===== src/rtl/can_init_pkg.sv =====
package can_init_pkg;

    localparam int DATA_W   = 8;
    localparam int ADDR_W   = 2;
    localparam int INIT_BIT = 0;
    localparam logic [DATA_W-1:0] CTRL_RST_VAL = 8'h09;

    typedef enum logic [ADDR_W-1:0] {
        REG_CTRL = 2'd0,
        REG_TEC  = 2'd1,
        REG_REC  = 2'd2,
        REG_AUX  = 2'd3
    } reg_addr_e;

    typedef struct packed {
        logic              wr;
        reg_addr_e         addr;
        logic [DATA_W-1:0] data;
    } host_req_t;

    typedef struct packed {
        logic inc;
        logic dec;
    } cnt_step_t;

    typedef struct packed {
        logic              load;
        logic [DATA_W-1:0] value;
    } cnt_load_t;

endpackage


===== src/rtl/can_err_counter.sv =====
module can_err_counter
    import can_init_pkg::*;
#(
    parameter int W = DATA_W
) (
    input  logic         clk,
    input  logic         rst,
    input  logic         hold,
    input  logic         load,
    input  logic [W-1:0] load_val,
    input  cnt_step_t    step,
    output logic [W-1:0] cnt
);
    localparam logic [W-1:0] CNT_MAX = {W{1'b1}};
    localparam logic [W-1:0] CNT_MIN = '0;

    logic [W-1:0] cnt_q;
    logic [W-1:0] cnt_d;

    always_comb begin
        cnt_d = cnt_q;
        if (load) begin
            cnt_d = load_val;
        end else if (!hold) begin
            if (step.inc && !step.dec && cnt_q != CNT_MAX) begin
                cnt_d = cnt_q + 1'b1;
            end else if (step.dec && !step.inc && cnt_q != CNT_MIN) begin
                cnt_d = cnt_q - 1'b1;
            end
        end
    end

    always_ff @(posedge clk) begin
        if (rst) cnt_q <= '0;
        else     cnt_q <= cnt_d;
    end

    assign cnt = cnt_q;

    a_r1_cnt_reset: assert property (@(posedge clk) rst |=> cnt == '0);
    a_r4_load_taken: assert property (@(posedge clk) disable iff (rst)
        load |=> cnt == $past(load_val));
    a_r9_hold_frozen: assert property (@(posedge clk) disable iff (rst)
        (hold && !load) |=> $stable(cnt));
    a_r8_top_sat: assert property (@(posedge clk) disable iff (rst)
        (!hold && !load && cnt == CNT_MAX && step.inc) |=> cnt == CNT_MAX);
    a_r8_floor_sat: assert property (@(posedge clk) disable iff (rst)
        (!hold && !load && cnt == CNT_MIN && step.dec) |=> cnt == CNT_MIN);

endmodule


===== src/rtl/can_init_regs.sv =====
module can_init_regs
    import can_init_pkg::*;
#(
    parameter logic [DATA_W-1:0] CTRL_RST = CTRL_RST_VAL
) (
    input  logic              clk,
    input  logic              rst,
    input  host_req_t         req,
    input  logic [DATA_W-1:0] tec_val,
    input  logic [DATA_W-1:0] rec_val,
    output logic              init_mode,
    output cnt_load_t         preset,
    output logic [DATA_W-1:0] rdata
);
    logic [DATA_W-1:0] ctrl_q;
    logic [DATA_W-1:0] aux_q;
    logic              ctrl_we;
    logic              aux_we;

    assign ctrl_we = req.wr && req.addr == REG_CTRL;
    assign aux_we  = req.wr && req.addr == REG_AUX;

    always_ff @(posedge clk) begin
        if (rst) begin
            ctrl_q <= CTRL_RST;
            aux_q  <= '0;
        end else begin
            if (ctrl_we) ctrl_q <= req.data;
            if (aux_we)  aux_q  <= req.data;
        end
    end

    assign init_mode    = ctrl_q[INIT_BIT];
    assign preset.load  = req.wr && req.addr == REG_TEC && init_mode;
    assign preset.value = req.data;

    always_comb begin
        unique case (req.addr)
            REG_CTRL: rdata = ctrl_q;
            REG_TEC:  rdata = tec_val;
            REG_REC:  rdata = rec_val;
            REG_AUX:  rdata = aux_q;
            default:  rdata = '0;
        endcase
    end

    a_r1_ctrl_reset: assert property (@(posedge clk) rst |=> init_mode && rdata == (req.addr == REG_CTRL ? CTRL_RST : rdata));
    a_r10_ctrl_store: assert property (@(posedge clk) disable iff (rst)
        ctrl_we |=> ctrl_q == $past(req.data));
    a_r5_no_preset_live: assert property (@(posedge clk) disable iff (rst)
        !init_mode |-> !preset.load);

endmodule


===== src/rtl/can_tx_gate.sv =====
module can_tx_gate (
    input  logic clk,
    input  logic rst,
    input  logic init_mode,
    input  logic engine_tx_bit,
    input  logic cfg_wr_req,
    output logic engine_en,
    output logic can_tx,
    output logic cfg_wr_grant
);
    logic run_q;

    always_ff @(posedge clk) begin
        if (rst) run_q <= 1'b0;
        else     run_q <= !init_mode;
    end

    assign engine_en    = run_q && !init_mode;
    assign can_tx       = engine_en ? engine_tx_bit : 1'b1;
    assign cfg_wr_grant = cfg_wr_req && init_mode;

    a_r2_recessive: assert property (@(posedge clk) disable iff (rst)
        init_mode |-> (can_tx && !engine_en));
    a_r7_enable_next: assert property (@(posedge clk) disable iff (rst)
        $fell(init_mode) |-> !engine_en ##1 (engine_en || init_mode));
    a_r6_gate_only_init: assert property (@(posedge clk) disable iff (rst)
        cfg_wr_grant |-> init_mode);
    a_r1_offline_reset: assert property (@(posedge clk) rst |=> !engine_en && can_tx);

endmodule


===== src/rtl/can_init_ctrl.sv =====
module can_init_ctrl
    import can_init_pkg::*;
#(
    parameter logic [DATA_W-1:0] CTRL_RST = CTRL_RST_VAL
) (
    input  logic              clk,
    input  logic              rst,
    input  logic              host_wr,
    input  logic [ADDR_W-1:0] host_addr,
    input  logic [DATA_W-1:0] host_wdata,
    output logic [DATA_W-1:0] host_rdata,
    input  logic              cfg_wr_req,
    output logic              cfg_wr_grant,
    input  logic              engine_tx_bit,
    output logic              can_tx,
    output logic              engine_en,
    input  logic              tec_inc,
    input  logic              tec_dec,
    input  logic              rec_inc,
    input  logic              rec_dec,
    output logic [DATA_W-1:0] tec_cnt,
    output logic [DATA_W-1:0] rec_cnt
);
    host_req_t  req;
    cnt_load_t  preset;
    logic       init_mode;
    cnt_step_t  steps [2];
    logic [DATA_W-1:0] cnts [2];

    assign req.wr   = host_wr;
    assign req.addr = reg_addr_e'(host_addr);
    assign req.data = host_wdata;

    assign steps[0] = '{inc: tec_inc, dec: tec_dec};
    assign steps[1] = '{inc: rec_inc, dec: rec_dec};

    can_init_regs #(.CTRL_RST(CTRL_RST)) u_regs (
        .clk       (clk),
        .rst       (rst),
        .req       (req),
        .tec_val   (cnts[0]),
        .rec_val   (cnts[1]),
        .init_mode (init_mode),
        .preset    (preset),
        .rdata     (host_rdata)
    );

    for (genvar g = 0; g < 2; g++) begin : g_cnt
        can_err_counter #(.W(DATA_W)) u_cnt (
            .clk      (clk),
            .rst      (rst),
            .hold     (init_mode),
            .load     (preset.load),
            .load_val (preset.value),
            .step     (steps[g]),
            .cnt      (cnts[g])
        );
    end

    assign tec_cnt = cnts[0];
    assign rec_cnt = cnts[1];

    can_tx_gate u_gate (
        .clk           (clk),
        .rst           (rst),
        .init_mode     (init_mode),
        .engine_tx_bit (engine_tx_bit),
        .cfg_wr_req    (cfg_wr_req),
        .engine_en     (engine_en),
        .can_tx        (can_tx),
        .cfg_wr_grant  (cfg_wr_grant)
    );

    a_r3_enter_keeps: assert property (@(posedge clk) disable iff (rst)
        (host_wr && host_addr == 2'd0 && host_wdata[0] && init_mode)
        |=> (tec_cnt == $past(tec_cnt) && rec_cnt == $past(rec_cnt)));
    a_r4_same_value: assert property (@(posedge clk) disable iff (rst)
        $past(preset.load) |-> tec_cnt == rec_cnt);

endmodule


===== config.mk =====
export PLATFORM = sky130hd
export DESIGN_NAME = can_init_ctrl
export DESIGN_NICKNAME = d
export VERILOG_FILES = /design/src/rtl/can_init_pkg.sv /design/src/rtl/can_err_counter.sv /design/src/rtl/can_init_regs.sv /design/src/rtl/can_tx_gate.sv /design/src/rtl/can_init_ctrl.sv
export SDC_FILE = /design/constraint.sdc
export NUM_CORES = 1
export LEC_CHECK = 0
export BUFFER_PORTS_ARGS = -buffer_cell sky130_fd_sc_hd__buf_4
export CAP_MARGIN = 30
export CORE_MARGIN = 2
export CORE_UTILIZATION = 55
export CTS_BUF_LIST = sky130_fd_sc_hd__clkbuf_4
export DETAILED_ROUTE_END_ITERATION = 6
export PLACE_DENSITY_LB_ADDON = 0.12
export SETUP_SLACK_MARGIN = 0.05
export SYNTH_ARGS = -nofsm -noshare
export SYNTH_HDL_FRONTEND = slang
export SYNTH_SLANG_ARGS = --single-unit

===== constraint.sdc =====
create_clock -name clk -period 2.4 [get_ports clk]
set_clock_uncertainty 0.05 [all_clocks]
set_input_delay 0.12 -clock clk [delete_from_list [all_inputs] [get_ports clk]]
set_output_delay 0.12 -clock clk [all_outputs]
set_load 0.03 [all_outputs]

==> qor.tcl <==
set qor(ys_top_cells_by_area) {sky130_fd_sc_hd__dfxtp_1, sky130_fd_sc_hd__ha_1, sky130_fd_sc_hd__mux2i_1}
set qor(synth_enable_flop_cells) 0
set qor(slowest_stage) {sky130_fd_sc_hd__dfxtp_2}
set qor(switching_share_pct) 34.2
set qor(route.detailed.drc) 0
set qor(final_period_minus_worst_setup_slack_ns) 2.25
set qor(internal-power_uw) 875
set qor(wire_length_of_the_first_global_routing_pass_mm) 10.3
set qor(p_comb_share_pct) 30.6
set qor(final_net_count) 342
set qor(ys_seq_elements) 33
set qor(top_level_ports) 46
set qor(cp-start-kind) {flip-flop}
set qor(yosysMostFrequentCell) {sky130_fd_sc_hd__dfxtp_1}
set qor(synthesis.yosys.warnings) 0
set qor(post_synth_most_frequent_cells) {sky130_fd_sc_hd__dfxtp_1, sky130_fd_sc_hd__nand2_1, sky130_fd_sc_hd__nor2_1, sky130_fd_sc_hd__nand3_1, sky130_fd_sc_hd__mux2i_1}
set qor(hpwlAfterDp_mm) 4.73
set qor(clk_path_buf_depth) 2
set qor(routedWlPerCell_microns) 18.4
set qor(synthesized_instance_count) 236
set qor(worst_ir_drop_vdd_mv) 0.300
set qor(crit_arrival_ns) 2.44
set qor(final_number_of_hold_violating_endpoints) 0
set qor(cp_cell_sequence) {nand4_2 > o21ai_4 > buf_4 > ha_1 > or3_1 > o211ai_1 > nor3_2 > a221o_1}
set qor(regToRegStartpoint) {g_cnt[0].u_cnt.cnt[7]}
set qor(grt_overflow) 0
set qor(cts_tree) {yes}
set qor(async_flop_share_pct) 0
set qor(area_growth_pct) 30.5
set qor(drt-total-wl_mm) 6.54
set qor(total_power_after_layout_uw) 1330
set qor(synth_top_flop_cell) {sky130_fd_sc_hd__dfxtp_1}
set qor(design.core.area_sq_um) 3740
set qor(synthDominantAreaCellType) {sky130_fd_sc_hd__dfxtp_1}
set qor(cts.reportedPaths.clkPinSlew_ns) 0.11
set qor(timing.critical_path.depth) 8
set qor(path_delay_family) {compound AO/OA/AOI/OAI gates}
set qor(switchingPower_uw) 454
set qor(die_h_microns) 67.2
set qor(ctsHtreeMaxLevel) 2
set qor(finalSetupViolations) 0
set qor(clk_root_buffer_cell) {sky130_fd_sc_hd__clkbuf_4}
set qor(clock_latency_reported_for_the_late_side_of_the_worst_skew_pair_ns) 0.36
set qor(dr.first_iter.drc_count) 269
set qor(die_area_sq_um) 4520
set qor(grt_start_max_net_pins) 33
set qor(synth.lib_cells_used.distinct) 44
set qor(via_count_of_the_first_global_routing_pass) 2046
set qor(run_status) {finished clean}
set qor(register_area_sq_um) 669
set qor(antenna_violations_before_repair) 0
set qor(rsz0062_at_grt) {yes}
set qor(drt_first_pass_iters) 5
set qor(synth.net_count) 271
set qor(syn-cell-area_sq_um) 2200
set qor(ant_nets) 0
set qor(clkPwrFrac_pct) 24.8
set qor(power.density_nw_per_um2) 463
set qor(seq_power_share_pct) 44.6
set qor(maxCapViolCount) 0
set qor(setup.worst_path.end) {g_cnt[0].u_cnt.cnt[7]}
set qor(worst_setup_end_kind) {flip-flop}
set qor(worstSetupPathType) {flip-flop to flip-flop}
set qor(finalCritPeriodShare_pct) 93.6
set qor(worst_ep_required_time_ns) 2.60
set qor(initial_core_util_pct) 58.7
set qor(cts_made_buffers) 5
set qor(ratio_of_cells_with_drive_above_1_in_the_final_layout_pct) 31.8
set qor(final.fill_count) 266
set qor(critical_path.startpoint) {g_cnt[0].u_cnt.cnt[7]}
set qor(cp_slowest_stage_delay_ns) 0.43
set qor(number_of_cells_in_the_finished_layout_apart_from_fillers) 356
set qor(worst_hold_path_type) {input pin to flip-flop}
set qor(track_usage_pct) 31.1
set qor(insertedDiodeCount) 0
set qor(route.detailed.vias_per_inst) 6.34
set qor(dp_cells) 335
set qor(core.rowCount) 22
set qor(post_synth.cell_area_avg_sq_um) 9.31
set qor(die_width_microns) 67.2
set qor(clock_sinks) 33
set qor(drv_slew) 0
set qor(max_slew_margin_pct) 60.3
set qor(power_leakage_uw) 0.00125
set qor(tightest_slew_ns) 0.593
set qor(place.gp.congestion) 0.952
set qor(peak_fanout_along_the_critical_path) 6
set qor(synth_top_cell_area_share_pct) 30.1
set qor(port-buffer-count) 45
set qor(r2r_setup_slack_ns) 0.15
set qor(seq_area_frac_synth_pct) 30.1
set qor(cp.buffers_inverters) 1
set qor(clock.fmax_ghz) 0.445
set qor(route.vias.total) 2257
set qor(setup_tns_final_ns) 0
set qor(multi_input_gate_area_sq_um) 1470
set qor(worstRegToRegCells) 8
set qor(critical_path.reg2reg.endpoint) {g_cnt[0].u_cnt.cnt[7]}
==> power by group through the flow <==
stage               Clock, uW  Sequential [uW]  Combinational (uW)
floorplan                   0              632                 223
global placement            0              603                 376
detailed placement          0              604                 382
CTS                       326              591                 398
global route              352              596                 439
finish                    329              593                 407
==> worst register-to-register path: cells and delay by family, from the launching register on <==
kind / cells / cell delay [ns]
and+or+nand+nor: 3 / 0.63
AOI/OAI and AO/OA: 3 / 0.64
buffers and inverters: 1 / 0.15
DFF: 1 / 0.43
adders and majority gates: 1 / 0.24
==> worst min path at each step <==
stage / startpoint / to / slack, ns / cells after the start
2_1_floorplan: host_wdata[3] / u_regs.ctrl_q[3] / 0.20 / 2
3_3_place_gp: host_wdata[3] / u_regs.ctrl_q[3] / 0.32 / 3
3_5_place_dp: host_wdata[3] / u_regs.ctrl_q[3] / 0.33 / 3
4_1_cts: rst / u_gate.run_q / 0.09 / 2
5_1_grt: rst / u_regs.ctrl_q[7] / 0.09 / 2
6_report: rst / u_regs.ctrl_q[7] / 0.1 / 2
==> per-stage QoR <==
| step | cell area (sq um) | utilization, % | hold slack, ns | worst slack (ns) |
|---|---|---|---|---|
| 6_report | 2870 | 76.6 | 0.0972 | 0.154 |
| 5_1_grt | 2870 | 76.6 | 0.0941 | 0.0428 |
| 4_1_cts | 2850 | 76.0 | 0.0869 | 0.0910 |
| 3_5_place_dp | 2680 | 71.6 | 0.332 | 0.0468 |
| 3_3_place_gp | 2680 | 71.6 | 0.316 | 0.114 |
| 2_1_floorplan | 2220 | - | 0.198 | 0.0443 |
==> cell families after synthesis <==
group	after synthesis	synth area share (%)
and+or+nand+nor	85	19.4
xor gates and xnor gates	10	3.99
DFF	33	30.1
adders and majority gates	16	9.80
AOI/OAI and AO/OA	50	17.0
buffers and inverters	18	4.10
muxes	24	15.7
==> final cells by class <==
type	instances	area share, %
clock buffer	6	1.57
clock inverter	2	0.349
inverter	7	0.917
multi-input combinational	185	51.4
sequential	33	23.4
tap	48	2.10
timing repair buffer	75	20.3
==> layout by cell type, fill, tap and decap left out, drive strengths merged <==
cell          n
buf          67
dfxtp        33
nand2        21
nor2         19
nand3        17
mux2i        16
ha           14
a31oi        10
xor2          8
dlygate4sd3   8
mux4          8
a21oi         8
inv           7
o2111ai       6
nor4          6
clkbuf        6
o21ai         6
o211ai        4
nand4         4
nor3          4
a2bb2oi       4
nor2b         3
nor3b         3
and2          2
o2bb2ai       2
o21bai        2
xnor2         2
a41oi         2
o31ai         2
a31o          2
or3           2
a221o         2
fa            2
clkinv        2
nand2b        1
and4b         1
nand4b        1
and3          1
==> registers in the layout, summed over array words and instances (netlist names) <==
signal	count
g_cnt.u_cnt.cnt	16
u_regs.aux_q	8
u_regs.ctrl_q	8
u_gate.run_q	1
==> what timing repair did <==
action / CTS / global route
endpoints found under the setup margin: 1 / 5
hold buffers: 8 / 0
gates resized for setup: 0 / 5
endpoints found under the hold margin: 15 / 0
setup buffers: 4 / 1
pin swaps: 1 / 3
==> per-layer routing <==
layer  global-route usage (%)  up-vias  wire [microns]
met5                        0        -               0
met4                     13.5        0             164
met3                     4.50       15             469
met2                     47.0      128            3020
met1                     44.3     1072            2890
li1                         -     1042               -
Note: power is estimated with default switching activity, not from simulation.
